<file path="src/rtl/mcr_pkg.sv">
package mcr_pkg;

    // width of the channel select field; the bank holds 2**SEL_W channels
    localparam int SEL_W  = 2;
    localparam int NUM_CH = 1 << SEL_W;

    // host register numbers
    localparam logic [2:0] HREG_DATA  = 3'd0;
    localparam logic [2:0] HREG_CADDR = 3'd1;
    localparam logic [2:0] HREG_CTRL  = 3'd2;

    // control word bit positions
    localparam int CTRL_AINC_BIT  = 7;
    localparam int CTRL_BCAST_BIT = 6;
    localparam int CTRL_GRP_LSB   = 4;

    typedef enum logic [1:0] {
        GRP_ONE  = 2'd0,
        GRP_LOW  = 2'd1,
        GRP_HIGH = 2'd2,
        GRP_ALL  = 2'd3
    } grp_e;

    typedef struct packed {
        logic             autoinc;
        logic             bcast;
        grp_e             grp;
        logic [SEL_W-1:0] sel;
    } ctrl_t;

endpackage

</file>
<file path="src/rtl/mcr_target_decode.sv">
module mcr_target_decode
    import mcr_pkg::*;
#(
    parameter int NUM_CH_P = NUM_CH
) (
    input  ctrl_t               ctrl,
    output logic [NUM_CH_P-1:0] target
);

    localparam int HALF = NUM_CH_P / 2;

    for (genvar i = 0; i < NUM_CH_P; i++) begin : g_ch
        localparam bit IN_LOW = (i < HALF);
        always_comb begin
            if (ctrl.bcast) begin
                target[i] = 1'b1;
            end else begin
                unique case (ctrl.grp)
                    GRP_ONE:  target[i] = (ctrl.sel == SEL_W'(i));
                    GRP_LOW:  target[i] = IN_LOW;
                    GRP_HIGH: target[i] = !IN_LOW;
                    default:  target[i] = 1'b1;
                endcase
            end
        end
    end

endmodule

</file>
<file path="src/rtl/mcr_read_select.sv">
module mcr_read_select #(
    parameter int NUM_CH_P = 4,
    parameter int DATA_W   = 8
) (
    input  logic [NUM_CH_P-1:0]        target,
    input  logic [NUM_CH_P*DATA_W-1:0] ch_rdata,
    output logic [NUM_CH_P-1:0]        pick,
    output logic [DATA_W-1:0]          data
);

    // lowest-numbered targeted channel wins
    always_comb begin
        logic found;
        found = 1'b0;
        pick  = '0;
        data  = '0;
        for (int i = 0; i < NUM_CH_P; i++) begin
            if (target[i] && !found) begin
                found   = 1'b1;
                pick[i] = 1'b1;
                data    = ch_rdata[i*DATA_W +: DATA_W];
            end
        end
    end

endmodule

</file>
<file path="src/rtl/mcr_addr_step.sv">
module mcr_addr_step #(
    parameter int CADDR_W = 8
) (
    input  logic [CADDR_W-1:0] cur,
    input  logic               load,
    input  logic [CADDR_W-1:0] load_val,
    input  logic               step,
    output logic [CADDR_W-1:0] nxt
);

    // natural wrap at the top of the address range
    always_comb begin
        if (load) begin
            nxt = load_val;
        end else if (step) begin
            nxt = cur + CADDR_W'(1);
        end else begin
            nxt = cur;
        end
    end

endmodule

</file>
<file path="src/rtl/mchan_access_ctrl.sv">
module mchan_access_ctrl
    import mcr_pkg::*;
#(
    parameter int          DATA_W    = 8,
    parameter int          CADDR_W   = 8,
    parameter logic [7:0]  BLOCK_VAL = 8'hFF
) (
    input  logic                     clk,
    input  logic                     rst_n,
    input  logic                     host_wr,
    input  logic                     host_rd,
    input  logic [2:0]               host_addr,
    input  logic [DATA_W-1:0]        host_wdata,
    output logic [DATA_W-1:0]        host_rdata,
    output logic                     host_rd_valid,
    output logic                     host_rd_invalid,
    output logic [CADDR_W-1:0]       ch_addr,
    output logic [DATA_W-1:0]        ch_wdata,
    output logic [NUM_CH-1:0]        ch_wr_en,
    output logic [NUM_CH-1:0]        ch_rd_en,
    input  logic [NUM_CH*DATA_W-1:0] ch_rdata
);

    localparam logic [NUM_CH-1:0] ALL_CH = '1;

    typedef struct packed {
        ctrl_t               ctrl;
        logic [CADDR_W-1:0]  car;
        logic [DATA_W-1:0]   rdata;
        logic                rd_valid;
        logic                rd_invalid;
    } state_t;

    state_t st_q, st_d;

    // effective accesses: a write masks a same-cycle read
    logic wr_acc, rd_acc, data_acc;
    logic [NUM_CH-1:0] target, pick;
    logic [DATA_W-1:0] sel_data;
    logic [CADDR_W-1:0] car_nxt;

    assign wr_acc   = host_wr;
    assign rd_acc   = host_rd && !host_wr;
    assign data_acc = (wr_acc || rd_acc) && (host_addr == HREG_DATA);

    mcr_target_decode #(.NUM_CH_P(NUM_CH)) u_decode (
        .ctrl   (st_q.ctrl),
        .target (target)
    );

    mcr_read_select #(.NUM_CH_P(NUM_CH), .DATA_W(DATA_W)) u_rsel (
        .target   (target),
        .ch_rdata (ch_rdata),
        .pick     (pick),
        .data     (sel_data)
    );

    mcr_addr_step #(.CADDR_W(CADDR_W)) u_step (
        .cur      (st_q.car),
        .load     (wr_acc && host_addr == HREG_CADDR),
        .load_val (host_wdata[CADDR_W-1:0]),
        .step     (data_acc && st_q.ctrl.autoinc),
        .nxt      (car_nxt)
    );

    // channel side
    assign ch_addr  = st_q.car;
    assign ch_wdata = host_wdata;
    assign ch_wr_en = (wr_acc && host_addr == HREG_DATA) ? target : '0;
    assign ch_rd_en = (rd_acc && host_addr == HREG_DATA && !st_q.ctrl.bcast) ? pick : '0;

    // next-state logic
    always_comb begin
        logic [DATA_W-1:0] word;
        st_d            = st_q;
        st_d.car        = car_nxt;
        st_d.rd_valid   = rd_acc;
        st_d.rd_invalid = 1'b0;

        if (wr_acc && host_addr == HREG_CTRL) begin
            st_d.ctrl.autoinc = host_wdata[CTRL_AINC_BIT];
            st_d.ctrl.bcast   = host_wdata[CTRL_BCAST_BIT];
            st_d.ctrl.grp     = grp_e'(host_wdata[CTRL_GRP_LSB +: 2]);
            st_d.ctrl.sel     = host_wdata[SEL_W-1:0];
        end

        if (rd_acc) begin
            word = '0;
            unique case (host_addr)
                HREG_DATA: begin
                    word = st_q.ctrl.bcast ? DATA_W'(BLOCK_VAL) : sel_data;
                    st_d.rd_invalid = st_q.ctrl.bcast;
                end
                HREG_CADDR: begin
                    if (st_q.ctrl.bcast) begin
                        word = DATA_W'(BLOCK_VAL);
                    end else begin
                        word[CADDR_W-1:0] = st_q.car;
                    end
                    st_d.rd_invalid = st_q.ctrl.bcast;
                end
                HREG_CTRL: begin
                    word[CTRL_AINC_BIT]       = st_q.ctrl.autoinc;
                    word[CTRL_BCAST_BIT]      = st_q.ctrl.bcast;
                    word[CTRL_GRP_LSB +: 2]   = st_q.ctrl.grp;
                    word[SEL_W-1:0]           = st_q.ctrl.sel;
                end
                default: word = '0;
            endcase
            st_d.rdata = word;
        end
    end

    always_ff @(posedge clk or negedge rst_n) begin
        if (!rst_n) begin
            st_q <= '0;
        end else begin
            st_q <= st_d;
        end
    end

    assign host_rdata      = st_q.rdata;
    assign host_rd_valid   = st_q.rd_valid;
    assign host_rd_invalid = st_q.rd_invalid;

    // ---------------- assertions ----------------
    a_r5_bcast_all: assert property (@(posedge clk) disable iff (!rst_n)
        (st_q.ctrl.bcast && host_wr && host_addr == HREG_DATA) |-> (ch_wr_en == ALL_CH));

    a_r3_single_onehot: assert property (@(posedge clk) disable iff (!rst_n)
        (!st_q.ctrl.bcast && st_q.ctrl.grp == GRP_ONE) |-> $onehot0(ch_wr_en));

    a_r6_no_read_bcast: assert property (@(posedge clk) disable iff (!rst_n)
        st_q.ctrl.bcast |-> (ch_rd_en == '0));

    a_r6_blocked_value: assert property (@(posedge clk) disable iff (!rst_n)
        host_rd_invalid |-> (host_rd_valid && host_rdata == DATA_W'(BLOCK_VAL)));

    a_r7_autoinc_step: assert property (@(posedge clk) disable iff (!rst_n)
        (data_acc && st_q.ctrl.autoinc) |=> (ch_addr == $past(ch_addr) + CADDR_W'(1)));

    a_r8_addr_hold: assert property (@(posedge clk) disable iff (!rst_n)
        (!(host_wr && host_addr == HREG_CADDR) && !(data_acc && st_q.ctrl.autoinc))
        |=> $stable(ch_addr));

    a_r9_valid_after_strobe: assert property (@(posedge clk) disable iff (!rst_n)
        (host_rd && !host_wr) |=> host_rd_valid);

    a_r10_write_wins: assert property (@(posedge clk) disable iff (!rst_n)
        (host_wr && host_rd) |=> !host_rd_valid);

endmodule

</file>
<file path="config.mk">
export PLATFORM = sky130hd
export DESIGN_NAME = mchan_access_ctrl
export DESIGN_NICKNAME = d
export VERILOG_FILES = /design/src/rtl/mcr_pkg.sv /design/src/rtl/mcr_target_decode.sv /design/src/rtl/mcr_read_select.sv /design/src/rtl/mcr_addr_step.sv /design/src/rtl/mchan_access_ctrl.sv
export SDC_FILE = /design/constraint.sdc
export NUM_CORES = 1
export LEC_CHECK = 0
export BUFFER_PORTS_ARGS = -buffer_cell sky130_fd_sc_hd__buf_2
export CORE_MARGIN = 2
export CORE_UTILIZATION = 52
export DETAILED_ROUTE_END_ITERATION = 12
export PLACE_DENSITY = 0.95
export SLEW_MARGIN = 15
export SYNTH_ARGS = -nofsm -noshare
export SYNTH_HDL_FRONTEND = slang
export SYNTH_SLANG_ARGS = --single-unit
</file>
<file path="constraint.sdc">
create_clock -name clk -period 5.1 [get_ports clk]
set_clock_uncertainty 0.1 [all_clocks]
set_input_delay 1.02 -clock clk [delete_from_list [all_inputs] [get_ports clk]]
set_output_delay 1.02 -clock clk [all_outputs]
set_load 0.02 [all_outputs]
</file>
-- After elaboration in Yosys (flattened, before gate mapping)
Index checks and enable logic that the tools add are counted.
- register bits after elaboration: 24
- latch bits: 0
- RAM bits: 0
- memory bits (read-only): 0
- bits of input ports: 47
- output and inout bits: 34
- word-level logic and storage cells: 67
- memories kept: 0
- add/subtract/negate cells: 1
- $mul: 0
- div/mod/pow operators: 0
- order comparisons: 0
- eq/ne operators: 7
- shift-type cells: 0
- muxes and demuxes: 29
- bitwise gates (word level): 0
- reduce and logical (&&, ||, !) cells: 22
- operators with widths (operator ; number):
    $mux 8 ; 8
    $mux 1 ; 12
    $pmux 4 s3 ; 1
    $logic_and 1x1->1 ; 11
    $add 8x1->8 const B ; 1
    $mux 4 ; 2
    $pmux 1 s2 ; 4
    $eq 2x2->1 const B ; 3
    $pmux 2 s3 ; 1
    $logic_not 1->1 ; 5
    $eq 2x1->1 const B ; 2
    $logic_not 2->1 ; 2
    $pmux 2 s2 ; 1
    $eq 3x1->1 const B ; 1
    $eq 3x2->1 const B ; 1
    $logic_not 3->1 ; 1
    $reduce_bool 2->1 ; 1
    $reduce_or 2->1 ; 1
    $logic_or 1x1->1 ; 1

-- Logic depth before layout (Yosys ltp)
Gate-level depths: netlist (run 1).
- word-level depth: 15
- gate-level depth with buffers: 7
- gate-level depth less buffers: 5

-- Hierarchy
Synthesis (run 1) repeated with hierarchy kept, for this count alone.
- cells, all modules: 212
- area total of the unflattened synthesis: 1831.8 µm²
- modules (own cells, without submodules) (module ; instances ; cells each ; area an instance (µm²) ; seq. area each (µm²)):
    mchan_access_ctrl ; 1 ; 124 ; 1273.7 ; 600.6
    mcr_read_select ; 1 ; 40 ; 262.8 ; 0.0
    mcr_addr_step ; 1 ; 41 ; 242.7 ; 0.0
    mcr_target_decode ; 1 ; 7 ; 52.6 ; 0.0

-- Worst setup path after synthesis (run 1)
No wires, ideal clock.
- kind: in2out
- start point: input port host_addr[0]
- end point: output port ch_rd_en[3]
- arrival: 2.506 ns
- data required time: 3.980 ns
- slack: 1.474 ns
- cell stages on the path: 4
- buffers on the path: 2
- cells stage by stage: buf_6 -> or4_4 -> buf_6 -> nor4_1
- word-level cells in the longest chain between the ends: 4
- ends and longest elaborated chain (item ; line ; text):
    start, declared ; mchan_access_ctrl.sv:12 ; input logic [2:0] host_addr,
    $logic_not 3->1 ; mchan_access_ctrl.sv:70 ; assign ch_rd_en = (rd_acc && host_addr == HREG_DATA && !st_q.ctrl.bcast) ? pick : '0;
    $logic_and 1x1->1 (2 in a row) ; mchan_access_ctrl.sv:70 ;
    $mux 4 ; mchan_access_ctrl.sv:70 ;
    end, declared ; mchan_access_ctrl.sv:20 ; output logic [NUM_CH-1:0] ch_rd_en,
No other way between the ends.

-- Final worst setup path (run 1)
- start point: input port host_wr
- end point: output port ch_rd_en[3]
- word-level cells in the longest chain between the ends: 5
- ends and longest elaborated chain (item ; line ; text):
    start, declared ; mchan_access_ctrl.sv:10 ; input logic host_wr,
    $logic_not 1->1 ; mchan_access_ctrl.sv:43 ; assign rd_acc = host_rd && !host_wr;
    $logic_and 1x1->1 ; mchan_access_ctrl.sv:43 ;
    $logic_and 1x1->1 (2 in a row) ; mchan_access_ctrl.sv:70 ;
    $mux 4 ; mchan_access_ctrl.sv:70 ;
No other way between the ends.

==> flow_summary_export.csv, run 1 <==
group,metric,value,unit
layout,final_area,0.00216,mm^2
cts,clkLatencyLatePin,0.32,ns
cts,post-cts-setup-buffers,0,
detailed_routing,wl,4670,um
synthesis,syn_nets,264,
detailed_routing,drt_iter0_markers,149,
detailed_routing,vias,1795,
cts,numCtsBuffers,3,
sta,finalCritPeriodShare,73.6,%
synthesis,synth_cells,216,
pwr,share_comb_of_total_power,39.3,%
layout,final_cell_mix,"buf_2 (80), dfrtp_1 (24), a21oi_1 (15)",
global_routing,grt_overflow_total,0,
sta,hold_viol,0,
die,rows,21,
critical_path,arrival,2.63,ns
critical_path,critical_path.max_fanout,20,
sta,rsz0062_at_grt,"false",
synthesis,ys_async_sr_fraction,100,%
sta,worst_slew_pin_slew,0.753,ns
sta,setup_viol,0,
die,ios,81,
cts,cts_num_sinks,24,
flow_run,cap_viol_max_count,0,
cts,cts-root-buf,"clkbuf_4",
sta,maxSlewViolCount,0,
layout,syn_to_final_growth,13.2,%
placed_design,io_buffers,80,
pwr,p_sw_share,42.2,%
synthesis,synth_top_area_cell,"dfrtp_1",
pwr,p_int,0.376,mW
layout,fin_nets,313,
critical_path,worst_path_most_repeated_cell,"buf_2",
sta,slew_headroom,49.5,%
pwr,max-vdd-ir-drop,184,uV
die,fp.coreArea,0.00342,mm^2
critical_path,endpoint_kind,"primary output",
placed_design,gp_congestion,0.889,
layout,layout_commonest_cell,"buf_2",
placed_design,dpl_cell_area,0.00212,mm^2
detailed_routing,drc_errors,0,
pwr,clockPowerShare,15.6,%
detailed_routing,wl_per_cell,15.1,um
cts,clk_pin_slew,0.13,ns
detailed_routing,dr.pass1.iters,4,
sta,layout_min_cycle_time,3.75,ns
detailed_routing,drt-vias-per-instance,5.79,
cts,cts-hold-fix-buffers,0,
pwr,seq_power_share,45.1,%
layout,fillers,322,
detailed_routing,postRouteAntennaNets,0,
die,die-area,0.00416,mm^2
synthesis,synth.top_cell.area_share,31.5,%
pwr,p_switching,0.274,mW
synthesis,synthFlopType,"dfrtp_1",
cts,h-tree-depth,1,
synthesis,synth_area_leaders,"dfrtp_1 (32%), buf_4 (9.5%), a221o_1 (6.3%)",
layout,n_antenna_cell,0,
critical_path,crit_chain,"buf_2, nand2b_1, or4_4, nor4_1, buf_2",
pwr,p_leak,1.08,nW
synthesis,synth_area,0.00191,mm^2
global_routing,grt_pass1_vias,1721,
die,start_util,55.8,%
cts,cts_tree,"yes",
placed_design,hpwl,3590,um
critical_path,slowest_delay,0.65,ns
synthesis,synth.yosys.seq_area_share,31.5,%
critical_path,crit_buf_inv,2,
cts,cts-resized-gates,0,
layout,drive_above_1_share,38.6,%
synthesis,yosysUniqueCellTypes,44,
critical_path,cp.required,3.98,ns
critical_path,cp_slowest_cell,"or4_4",
synthesis,syn_area_per_cell,8.82,um^2
synthesis,synth_edf_count,0,
global_routing,grtUsageTotal,23.3,%
sta,tns,0,ns
synthesis,ys_seq_elements,24,
critical_path,cp-start-kind,"input port",
die,die-width,64.5,um
global_routing,antenna_found_initial,0,
outcome,outcome,"complete, no violations",
critical_path,critPathKind,"input port to primary output",
worst_hold_path,worst_hold_path_type,"register to register",
cts,clockBufferDepth,2,
critical_path,cp_top_family,"simple AND/OR/NAND/NOR gates",
die,die_h,64.5,um
global_routing,grt_start_max_net_pins,25,
global_routing,grt_pass1_wl,7870,um
sta,clock.fmax,0.267,GHz
synthesis,ys_warn_count,0,
pwr,power.density,301,mW/mm^2
-- layout make-up --
cell class / instances / area, um^2 / share of cell area (%)
clock buffer: 4 / 36.3 / 1.68
inverter: 13 / 48.8 / 2.26
multi-input combinational: 142 / 1010 / 46.6
sequential: 24 / 601 / 27.8
tap: 46 / 57.6 / 2.67
timing repair buffer: 81 / 408 / 18.9
-- synthesized netlist by cell type (2+ instances only) --
library cell / n
a21o_1: 2
a21oi_1: 15
a221o_1: 12
a22oi_1: 6
a32oi_1: 2
and3_1: 5
buf_2: 5
buf_4: 24
buf_6: 2
clkbuf_1: 6
dfrtp_1: 24
inv_1: 12
mux2_1: 4
nand2_1: 9
nand2b_1: 4
nand3_1: 5
nor2_1: 12
nor2b_1: 10
nor3_1: 7
o2111a_1: 2
o211ai_2: 8
o21ai_1: 5
o22ai_1: 8
o2bb2ai_1: 6
or3_1: 2
-- final timing paths --
kind                               startpoint             to  slack [ns]  depth (start not counted)
worst min register to register  host_rdata[2]  host_rdata[2]        0.43                          2
worst max-delay path                  host_wr    ch_rd_en[3]        1.35                          5
worst max register to register       st_q[22]  host_rdata[2]        3.15                          4
worst min-delay path            host_rdata[2]  host_rdata[2]        0.43                          2
min in group asynchronous               rst_n  host_rdata[2]        0.56                          1
max in group asynchronous               rst_n     ch_addr[0]        3.99                          1
-- per-stage QoR --
| step | utilization, % | instances | setup WS, ns | power (mW) | hold WS (ns) |
|---|---|---|---|---|---|
| after floorplan | - | 216 | 1.47 | 0.504 | 0.365 |
| after global placement | 62.1 | 306 | 1.43 | 0.544 | 0.399 |
| after detailed placement | 62.1 | 306 | 1.37 | 0.550 | 0.395 |
| after CTS | 63.2 | 310 | 1.36 | 0.651 | 0.425 |
| after global routing | 63.2 | 310 | 1.29 | 0.695 | 0.470 |
| final | 63.2 | 310 | 1.35 | 0.650 | 0.426 |
-- power groups by stage --
stage	logic [mW]	clock network [mW]	registers [mW]
2_1_floorplan	0.240	0	0.264
3_3_place_gp	0.251	0	0.294
3_5_place_dp	0.254	0	0.296
4_1_cts	0.256	0.104	0.292
5_1_grt	0.282	0.113	0.300
6_report	0.255	0.102	0.293
-- logic make-up after synthesis --
logic type	share of synthesized area, %
mux	2.36
simple gates	20.6
compound gates	28.7
xor+xnor	0.460
flops	31.5
fa+ha+maj	0.656
buf+inv	15.7
-- flip-flops by register name, indices dropped and copies added, names as in the netlist --
| name | flops |
|---|---|
| host_rdata | 8 |
| ch_addr | 8 |
| host_rd_valid | 1 |
| st_q | 6 |
| host_rd_invalid | 1 |
-- worst register-to-register path: stages (launching register included) --
cell and delay (ns):
dfrtp_1 0.66, nor2_4 0.35, nand2b_1 0.25, a221o_1 0.45, o211ai_2 0.08
-- layer usage --
metal / wire, um / vias to the layer above / global-route usage (%)
met1: 2030 / 840 / 31.6
met5: 0 / - / 0
met2: 2230 / 71 / 39.3
li1: - / 876 / -
met3: 337 / 8 / 3.99
met4: 71 / 0 / 4.52
Power figures use the tool's default switching activity.
==> run 2, diff against run 1 <==
Settings changed: CORE_UTILIZATION 52 to 43, PLACE_DENSITY 0.95 to 0.86.
Clock period 5.1 ns to 3.4 ns, I/O delays scaled along.
==> run 2 against run 1 <==
Global-route usage is 2.5 points lower. Worst setup slack got worse by 0.77 ns. Critical path depth is the same. Utilization is 12 points lower. Critical path type unchanged. Largest cell class unchanged.
==> flow_summary_export.csv, run 2 (same netlist as run 1, synthesis figures left out) <==
group,metric,value,unit
outcome,outcome,"complete, no violations",
detailed_routing,drc_errors,0,
placed_design,io_buffers,80,
critical_path,r2r_start,"st_q[22]",
layout,layout_commonest_cell,"buf_2",
detailed_routing,dr.pass1.iters,4,
placed_design,hpwl,3890,um
layout,final_cell_mix,"buf_2 (80), dfrtp_1 (24), a21oi_1 (15)",
sta,layout_min_cycle_time,2.82,ns
sta,worst_slew_pin_slew,0.762,ns
sta,tns,0,ns
cts,h-tree-depth,1,
sta,rsz0062_at_grt,"false",
cts,cts_num_sinks,24,
layout,layoutNonFillerInstCount,317,
die,ios,81,
pwr,finalPower,1.09,mW
critical_path,critPathKind,"input port to primary output",
cts,clkLatencyLatePin,0.27,ns
cts,cts-resized-gates,0,
pwr,power.density,493,mW/mm^2
layout,drive_above_1_share,38.9,%
critical_path,arrival,2.04,ns
critical_path,critical_path.max_fanout,20,
global_routing,grt_pass1_wl,8280,um
critical_path,rr_worst_depth,4,
layout,fin_nets,314,
detailed_routing,drt_iter0_markers,142,
cts,cts_tree,"yes",
die,die_h,70.6,um
placed_design,post-place-cells,313,
critical_path,endpoint_kind,"primary output",
worst_hold_path,worst_hold_path_type,"input port to asynchronous set/reset pin",
die,die-width,70.6,um
cts,clockBufferDepth,2,
global_routing,grt_pass1_vias,1685,
layout,final_area,0.00221,mm^2
die,rows,24,
flow_run,cap_viol_max_count,0,
detailed_routing,wl_per_cell,16.3,um
global_routing,grt_start_max_net_pins,25,
critical_path,slowest_delay,0.58,ns
sta,maxSlewViolCount,0,
placed_design,dpl_cell_area,0.00214,mm^2
sta,setup_viol,0,
sta,hold_viol,0,
detailed_routing,wl,5180,um
critical_path,rr_endpoint,"host_rdata[1]",
die,start_util,44.1,%
critical_path,cp-start-kind,"input port",
critical_path,crit_chain,"buf_2, nand2b_1, or4_4, nor4_1, buf_2",
sta,clock.fmax,0.355,GHz
cts,cts-hold-fix-buffers,0,
detailed_routing,vias,1803,
critical_path,cp_slowest_cell,"or4_4",
pwr,max-vdd-ir-drop,212,uV
critical_path,cp.required,2.62,ns
layout,n_antenna_cell,0,
cts,cts-root-buf,"clkbuf_8",
global_routing,grt_overflow_total,0,
cts,clk_pin_slew,0.09,ns
layout,syn_to_final_growth,15.8,%
global_routing,antenna_found_initial,0,
critical_path,worst_path_most_repeated_cell,"buf_2",
sta,whs,0.285,ns
detailed_routing,postRouteAntennaNets,0,
layout,utilization,51.0,%
cts,numCtsBuffers,3,
placed_design,post-place-ws,0.586,ns
sta,slew_headroom,48.9,%
sta,finalCritPeriodShare,82.9,%
pwr,p_leak,1.10,nW
die,die-area,0.00498,mm^2
global_routing,grtUsageTotal,20.7,%
die,fp.coreArea,0.00432,mm^2
critical_path,r2r_slack,1.40,ns
cts,post-cts-setup-buffers,0,
detailed_routing,drt-vias-per-instance,5.69,
placed_design,gp_congestion,0.832,
sta,fin_ws,0.581,ns
-- run 2: worst max-delay path, delay by kind of cell --
kind / cells / cell delay (ns)
AND/OR/NAND/NOR: 3 / 1.03
buffers and inverters: 2 / 0.33
-- run 2: how the worst max path moves through the flow --
stage | startpoint | slack (ns) | cells past startpoint | to
after floorplan | host_addr[0] | 0.45 | 4 | ch_rd_en[3]
after global placement | host_wr | 0.61 | 5 | ch_rd_en[3]
after detailed placement | host_wr | 0.59 | 5 | ch_rd_en[3]
after CTS | host_wr | 0.58 | 5 | ch_rd_en[3]
after global routing | host_wr | 0.52 | 5 | ch_rd_en[3]
final | host_wr | 0.58 | 5 | ch_rd_en[3]
-- run 2: final cells by class --
class | count | area, um^2
clock buffers | 3 | 41.3
clock inverters | 1 | 30.0
fillers | 424 | 2120
inverters | 13 | 48.8
multi-input cells | 142 | 1010
flip-flops and latches | 24 | 601
well taps | 52 | 65.1
repair buffers | 82 | 415
-- run 2: power breakdown --
group | total [mW] | switching [mW] | leakage, nW | internal [mW]
clock network | 0.254 | 0.0964 | 0.0357 | 0.158
logic | 0.390 | 0.233 | 0.760 | 0.157
registers | 0.443 | 0.100 | 0.307 | 0.342
total | 1.09 | 0.430 | 1.10 | 0.657
-- run 2: routing by layer --
layer | GRT usage [%] | vias to the layer above | part of all wire, %
met5 | 0 | - | 0
met4 | 7.55 | 0 | 2.7
met3 | 3.28 | 15 | 6.3
met2 | 35.1 | 74 | 48
met1 | 27.0 | 840 | 43
li1 | - | 874 | -
